===== config.mk =====
export PLATFORM = sky130hd
export DESIGN_NAME = fp_round_int
export DESIGN_NICKNAME = d
export VERILOG_FILES = /design/src/rtl/fri_pkg.sv /design/src/rtl/fri_decode.sv /design/src/rtl/fri_paths.sv /design/src/rtl/fri_select.sv /design/src/rtl/fp_round_int.sv
export SDC_FILE = /design/constraint.sdc
export NUM_CORES = 1
export LEC_CHECK = 0
export ABC_AREA = 1
export BUFFER_PORTS_ARGS = -buffer_cell sky130_fd_sc_hd__buf_2
export CAP_MARGIN = 20
export CORE_AREA = 2 2 136 138
export DETAILED_ROUTE_END_ITERATION = 10
export DIE_AREA = 0 0 138 140
export PLACE_DENSITY = 0.66
export SLEW_MARGIN = 20
export SYNTH_ARGS = -nofsm -noshare
export SYNTH_HDL_FRONTEND = slang
export SYNTH_SLANG_ARGS = --single-unit

===== constraint.sdc =====
create_clock -name clk -period 9.92 [get_ports clk]
set_input_delay 0.992 -clock clk [delete_from_list [all_inputs] [get_ports clk]]
set_output_delay 0.992 -clock clk [all_outputs]
set_load 0.05 [all_outputs]

===== src/rtl/fri_pkg.sv =====
// Shared constants and the mode type for the round-to-integral unit.
// Assumes the single-precision layout: 1 sign, 8 exponent, 23 fraction bits.
package fri_pkg;
    localparam int WORD_W = 32;
    localparam int EXP_W  = 8;
    localparam int FRAC_W = 23;
    localparam int BIAS   = 127;

    typedef enum logic [1:0] {
        RND_NEAREST = 2'd0,
        RND_ZERO    = 2'd1,
        RND_POS     = 2'd2,
        RND_NEG     = 2'd3
    } rnd_mode_e;
endpackage


===== src/rtl/fri_decode.sv =====
// Classifies the operand and builds the fraction masks for its exponent.
// Assumes masks are only used when the unbiased exponent is 0..FRAC_W-1;
// outside that range the select stage overrides the masked results.
module fri_decode #(
    parameter int WORD_W = fri_pkg::WORD_W,
    parameter int EXP_W  = fri_pkg::EXP_W,
    parameter int FRAC_W = fri_pkg::FRAC_W,
    parameter int BIAS   = fri_pkg::BIAS
) (
    input  logic [WORD_W-1:0] op,
    output logic              is_nan,
    output logic              is_big,
    output logic              is_zero,
    output logic              below_one,
    output logic              at_half_exp,
    output logic [FRAC_W-1:0] frac_mask,
    output logic [FRAC_W-1:0] half_bias
);
    localparam int SH_W = $clog2(FRAC_W);
    localparam logic [FRAC_W-1:0] ALL_FRAC = {FRAC_W{1'b1}};
    localparam logic [FRAC_W-1:0] TOP_FRAC = FRAC_W'(1) << (FRAC_W - 1);

    logic [EXP_W-1:0]  exp_f;
    logic [FRAC_W-1:0] frac_f;
    logic [SH_W-1:0]   shamt;

    // Field split, class flags and shift amount for the masks.
    always_comb begin
        exp_f       = op[WORD_W-2 -: EXP_W];
        frac_f      = op[FRAC_W-1:0];
        is_nan      = (&exp_f) && (|frac_f);
        is_big      = exp_f >= EXP_W'(BIAS + FRAC_W);
        is_zero     = ~|op[WORD_W-2:0];
        below_one   = exp_f < EXP_W'(BIAS);
        at_half_exp = exp_f == EXP_W'(BIAS - 1);
        shamt       = SH_W'(exp_f - EXP_W'(BIAS));
        frac_mask   = ALL_FRAC >> shamt;
        half_bias   = TOP_FRAC >> shamt;
    end
endmodule


===== src/rtl/fri_paths.sv =====
// Computes the three masked candidates: truncate, magnitude-up, nearest.
// Assumes a carry out of the fraction may enter the exponent; it can never
// reach the sign bit because integral-already operands are passed around.
module fri_paths #(
    parameter int WORD_W = fri_pkg::WORD_W,
    parameter int FRAC_W = fri_pkg::FRAC_W
) (
    input  logic [WORD_W-1:0] op,
    input  logic [FRAC_W-1:0] frac_mask,
    input  logic [FRAC_W-1:0] half_bias,
    output logic [WORD_W-1:0] trunc_val,
    output logic [WORD_W-1:0] up_val,
    output logic [WORD_W-1:0] near_val
);
    localparam int HI_W = WORD_W - FRAC_W;

    logic [WORD_W-1:0] keep;
    logic [WORD_W-1:0] up_sum;
    logic [WORD_W-1:0] near_sum;

    // Add the bias for each direction, then clear the sub-unit bits.
    always_comb begin
        keep      = {{HI_W{1'b1}}, ~frac_mask};
        up_sum    = op + {{HI_W{1'b0}}, frac_mask};
        near_sum  = op + {{HI_W{1'b0}}, half_bias};
        trunc_val = op & keep;
        up_val    = up_sum & keep;
        near_val  = near_sum & keep;
    end
endmodule


===== src/rtl/fri_select.sv =====
// Applies the small-magnitude and special cases and picks the mode result.
// Directed modes choose truncate or magnitude-up from the operand sign.
module fri_select #(
    parameter int WORD_W = fri_pkg::WORD_W,
    parameter int FRAC_W = fri_pkg::FRAC_W,
    parameter int BIAS   = fri_pkg::BIAS
) (
    input  logic [WORD_W-1:0] op,
    input  fri_pkg::rnd_mode_e mode,
    input  logic              is_nan,
    input  logic              is_big,
    input  logic              is_zero,
    input  logic              below_one,
    input  logic              at_half_exp,
    input  logic [WORD_W-1:0] trunc_val,
    input  logic [WORD_W-1:0] up_val,
    input  logic [WORD_W-1:0] near_val,
    output logic [WORD_W-1:0] result
);
    localparam logic [WORD_W-1:0] ONE_ENC  = WORD_W'(BIAS) << FRAC_W;
    localparam logic [WORD_W-1:0] QUIET    = WORD_W'(1) << (FRAC_W - 1);

    logic [WORD_W-1:0] sign_only;
    logic [WORD_W-1:0] sign_one;
    logic [WORD_W-1:0] tz_res;
    logic [WORD_W-1:0] mu_res;
    logic [WORD_W-1:0] nr_res;
    logic              neg;

    // Candidate results after the below-one overrides.
    always_comb begin
        neg       = op[WORD_W-1];
        sign_only = {neg, {(WORD_W-1){1'b0}}};
        sign_one  = sign_only | ONE_ENC;
        tz_res    = below_one ? sign_only : trunc_val;
        if (is_zero)        mu_res = op;
        else if (below_one) mu_res = sign_one;
        else                mu_res = up_val;
        if (at_half_exp)    nr_res = sign_one;
        else if (below_one) nr_res = sign_only;
        else                nr_res = near_val;
    end

    // Mode choice with NaN and already-integral overrides on top.
    always_comb begin
        unique case (mode)
            fri_pkg::RND_NEAREST: result = nr_res;
            fri_pkg::RND_ZERO:    result = tz_res;
            fri_pkg::RND_POS:     result = neg ? tz_res : mu_res;
            default:              result = neg ? mu_res : tz_res;
        endcase
        if (is_nan)      result = op | QUIET;
        else if (is_big) result = op;
    end
endmodule


===== src/rtl/fp_round_int.sv =====
// Top of the round-to-integral unit: combinational datapath, one output
// register. Assumes in_operand and in_mode are stable while in_valid is high.
module fp_round_int #(
    parameter int WORD_W = fri_pkg::WORD_W,
    parameter int EXP_W  = fri_pkg::EXP_W,
    parameter int FRAC_W = fri_pkg::FRAC_W,
    parameter int BIAS   = fri_pkg::BIAS
) (
    input  logic              clk,
    input  logic              rst_n,
    input  logic              in_valid,
    input  logic [WORD_W-1:0] in_operand,
    input  logic [1:0]        in_mode,
    output logic              out_valid,
    output logic [WORD_W-1:0] out_result
);
    logic              is_nan, is_big, is_zero, below_one, at_half_exp;
    logic [FRAC_W-1:0] frac_mask, half_bias;
    logic [WORD_W-1:0] trunc_val, up_val, near_val, next_res;
    fri_pkg::rnd_mode_e mode_sel;

    // Map the raw selector onto the mode type.
    always_comb mode_sel = fri_pkg::rnd_mode_e'(in_mode);

    fri_decode #(.WORD_W(WORD_W), .EXP_W(EXP_W), .FRAC_W(FRAC_W), .BIAS(BIAS)) i_decode (
        .op(in_operand), .is_nan(is_nan), .is_big(is_big), .is_zero(is_zero),
        .below_one(below_one), .at_half_exp(at_half_exp),
        .frac_mask(frac_mask), .half_bias(half_bias)
    );

    fri_paths #(.WORD_W(WORD_W), .FRAC_W(FRAC_W)) i_paths (
        .op(in_operand), .frac_mask(frac_mask), .half_bias(half_bias),
        .trunc_val(trunc_val), .up_val(up_val), .near_val(near_val)
    );

    fri_select #(.WORD_W(WORD_W), .FRAC_W(FRAC_W), .BIAS(BIAS)) i_select (
        .op(in_operand), .mode(mode_sel), .is_nan(is_nan), .is_big(is_big),
        .is_zero(is_zero), .below_one(below_one), .at_half_exp(at_half_exp),
        .trunc_val(trunc_val), .up_val(up_val), .near_val(near_val),
        .result(next_res)
    );

    // Output register: capture a result for each accepted operand.
    always_ff @(posedge clk) begin
        if (!rst_n) begin
            out_valid  <= 1'b0;
            out_result <= '0;
        end else begin
            out_valid <= in_valid;
            if (in_valid) out_result <= next_res;
        end
    end
endmodule


==> results_dict.tcl <==
set metrics [dict create \
    cp_data_required_time_ns 10.08 \
    synth_top_family_by_area "simple AND/OR/NAND/NOR gates" \
    overflow 0 \
    arrival_ns 5.21 \
    final_common_cell "nand2_1" \
    status "finished, final reports clean" \
    layout-drive-gt1-share_pct 10.2 \
    nets 1479 \
    met1_length_mm 13.9 \
    detail_route.first_pass.iterations 7 \
    ys_ff_latch 33 \
    crit_fanout 22 \
    core_area_mm2 0.0178 \
    cellLeakagePower_nw 3.83 \
    max_slew.worst_pin.slew_ns 1.08 \
    reg2reg_slack_ns 8.93 \
    syn_to_final_growth_pct 8.80 \
    synth_area_mm2 0.00737 \
    final_cell_mix "nand2_1 (288), a21oi_1 (165), nor2_1 (163)" \
    fin_cells 1596 \
    nFillCells 2018 \
    tns_ns 0 \
    hold_viol 0 \
    stdcell_area_mm2 0.00801 \
    vias 9369 \
    clk_latency_ns 0.28 \
    dp_worst_setup_slack_ns 4.71 \
    powerDensity_mw_per_mm2 89.6 \
    grt.total_usage_pct 33.1 \
    final.setup.worst_slack_ns 4.87 \
    clk_path_buf_depth 2 \
    cts_setup_buffers 0 \
    initial_core_util_pct 41.4 \
    synth-compound-area-share_pct 25.4 \
    port_buffers 69 \
    endpoint_kind "register" \
    die_w_um 138 \
    die_area_mm2 0.0193 \
    cts_root_buf "clkbuf_16" \
    hold_class "reg -> reg" \
    crit_path_start_kind "input pin" \
    maxSlewViolCount 0 \
    viasPerCell 5.87 \
    wire_per_inst_um 20.7 \
    cts_made_buffers 5 \
    synth_flop_cell "dfxtp_1" \
    place.detailed.hpwl_mm 26.2 \
    relSlewSlack_pct 27.6 \
    final-setup-viol-count 0 \
    synthSimpleGateAreaFrac_pct 39.2 \
    async_flop_share_pct 0 \
    crit_type "in -> reg" \
    cts_resized 0 \
    grt_start_max_net_pins 50 \
    antenna_left 0 \
    fp.dieH_um 140 \
    place_area_mm2 0.00787 \
    yosysWarnings 0 \
    num_rows 49 \
    cap_viol_max_count 0 \
    fmax_ghz 0.198 \
    avgSynthCellArea_um2 5.56 \
    cts_tree "yes" \
    synth_cell_types 52 \
    grt_pass1_vias 8600 \
    diodes 0 \
    whs_ns 0.458 \
    synth_mux_area_share_pct 0 \
    wl_mm 33.0 \
    syn_inst 1324 \
    drc 0 \
    antenna_found_initial 0 \
    topRoutingLayerUsed "met4" \
    mappedNetlistNets 1436 \
    cts.clk_slew.worst_paths_ns 0.06 \
    grt_setup_unrepaired "no" \
    clock_skew_ns 0 \
    place_inst 1589 \
    peakVddDrop_uv 105 \
    synthAdderAreaFrac_pct 12.9 \
    numClockSinks 33 \
    period_needed_ns 5.05 \
    ctsHtreeMaxLevel 2 \
    synth_enable_flop_cells 0 \
    ctsHoldBuffers 0 \
    yosysSeqAreaShare_pct 8.97 \
    synth_xor_area_share_pct 2.02 \
    wl_met2_mm 13.7 \
    grt_pass1_wl_mm 49.9 \
    fin_crit_sh_pct 50.9 \
    gp_congestion 1.07 \
    wl_met3_mm 4.31 \
    drtIter0Drc 1099 \
    io_pins 70 \
]
==> Yosys cell counts (3+ instances only) <==
| library cell | n | share of area [%] |
|---|---|---|
| o21ai_1 | 11 | 0.75 |
| a31oi_1 | 11 | 0.93 |
| a21o_1 | 7 | 0.71 |
| nor2_1 | 163 | 8.3 |
| nand4_1 | 33 | 2.8 |
| nor2_4 | 4 | 0.61 |
| nor3_1 | 28 | 1.9 |
| nand3_1 | 93 | 6.3 |
| nand2_1 | 288 | 15 |
| dfxtp_1 | 33 | 9.0 |
| nand3b_1 | 3 | 0.31 |
| o21ai_0 | 78 | 5.3 |
| nor4_1 | 5 | 0.42 |
| or2_2 | 4 | 0.34 |
| o22ai_1 | 5 | 0.42 |
| a21oi_1 | 165 | 11 |
| buf_2 | 10 | 0.68 |
| a21boi_0 | 3 | 0.31 |
| o21a_1 | 3 | 0.31 |
| nand2_4 | 4 | 0.61 |
| xor2_1 | 10 | 1.2 |
| buf_4 | 3 | 0.31 |
| o21bai_1 | 9 | 0.92 |
| a21oi_2 | 3 | 0.36 |
| inv_2 | 12 | 0.61 |
| inv_1 | 159 | 8.1 |
| nor2_2 | 4 | 0.34 |
| nand2_2 | 14 | 1.2 |
| ha_1 | 73 | 12 |
| xnor2_1 | 7 | 0.83 |
| o211ai_1 | 24 | 2.4 |
| clkbuf_1 | 26 | 1.3 |
==> per-layer routing <==
metal,global-route usage [%],up-vias
met4,11.5,0
met3,10.4,70
met5,0,-
li1,-,4525
met2,50.2,570
met1,44.4,4204
==> where the power goes <==
| part | total (mW) | leakage [nW] | internal (mW) | switching (mW) |
|---|---|---|---|---|
| sequential | 0.147 | 0.272 | 0.143 | 0.00446 |
| clock | 0.158 | 0.0700 | 0.0986 | 0.0593 |
| combinational | 0.413 | 3.48 | 0.112 | 0.301 |
| total | 0.718 | 3.83 | 0.353 | 0.365 |
==> registers in the layout (all words and copies together) (netlist names) <==
name and count:
out_result 32, out_valid 1
==> cell type report <==
cell class | instances | area, um2 | share of cell area (%)
Tap cell | 229 | 287 | 3.58
Clock buffer | 7 | 143 | 1.78
Inverter | 173 | 649 | 8.10
Multi-Input combinational cell | 1077 | 5870 | 73.2
Sequential cell | 33 | 661 | 8.24
Timing Repair Buffer | 77 | 405 | 5.06
==> worst max-delay path, cell delays in order <==
cell and delay, ns:
buf_2 0.17, ha_1 0.31, inv_2 0.28, nor2_8 0.09
nand2_2 0.08, nand2_4 0.18, nor2_1 0.22, inv_2 0.16
nor2_1 0.25, inv_1 0.12, ha_1 0.36, nor2_1 0.43
inv_1 0.21, nor2_1 0.19, inv_1 0.05, o211ai_1 0.36
and2_1 0.21, a21oi_1 0.06, o21ai_0 0.14, nand2_1 0.09
inv_1 0.06, nand2_1 0.05, nor2_1 0.08, nor2_1 0.04
==> path summary, 6_finish.rpt <==
| check | cells after the start | to | start |
|---|---|---|---|
| worst min register to register | 2 | out_result[27] | out_result[27] |
| worst max-delay path | 24 | out_result[30] | in_operand[23] |
| worst min-delay path | 2 | out_result[27] | out_result[27] |
| worst max register to register | 2 | out_result[30] | out_result[30] |
==> stage by stage <==
step	power (mW)	utilization, %
after detailed placement	0.547	44.3
final	0.718	45.1
after floorplan	0.429	-
after CTS	0.707	45.1
after global routing	0.757	45.1
after global placement	0.548	44.3
==> cells by family (layout without fill, tap and decap cells) <==
group / Yosys count / after routing
fa+ha+maj: 75 / 75
simple gates: 652 / 652
buf+inv: 214 / 257
xor+xnor: 17 / 17
compound gates: 333 / 333
flops: 33 / 33
No activity file was read; power rests on OpenSTA's default activity.
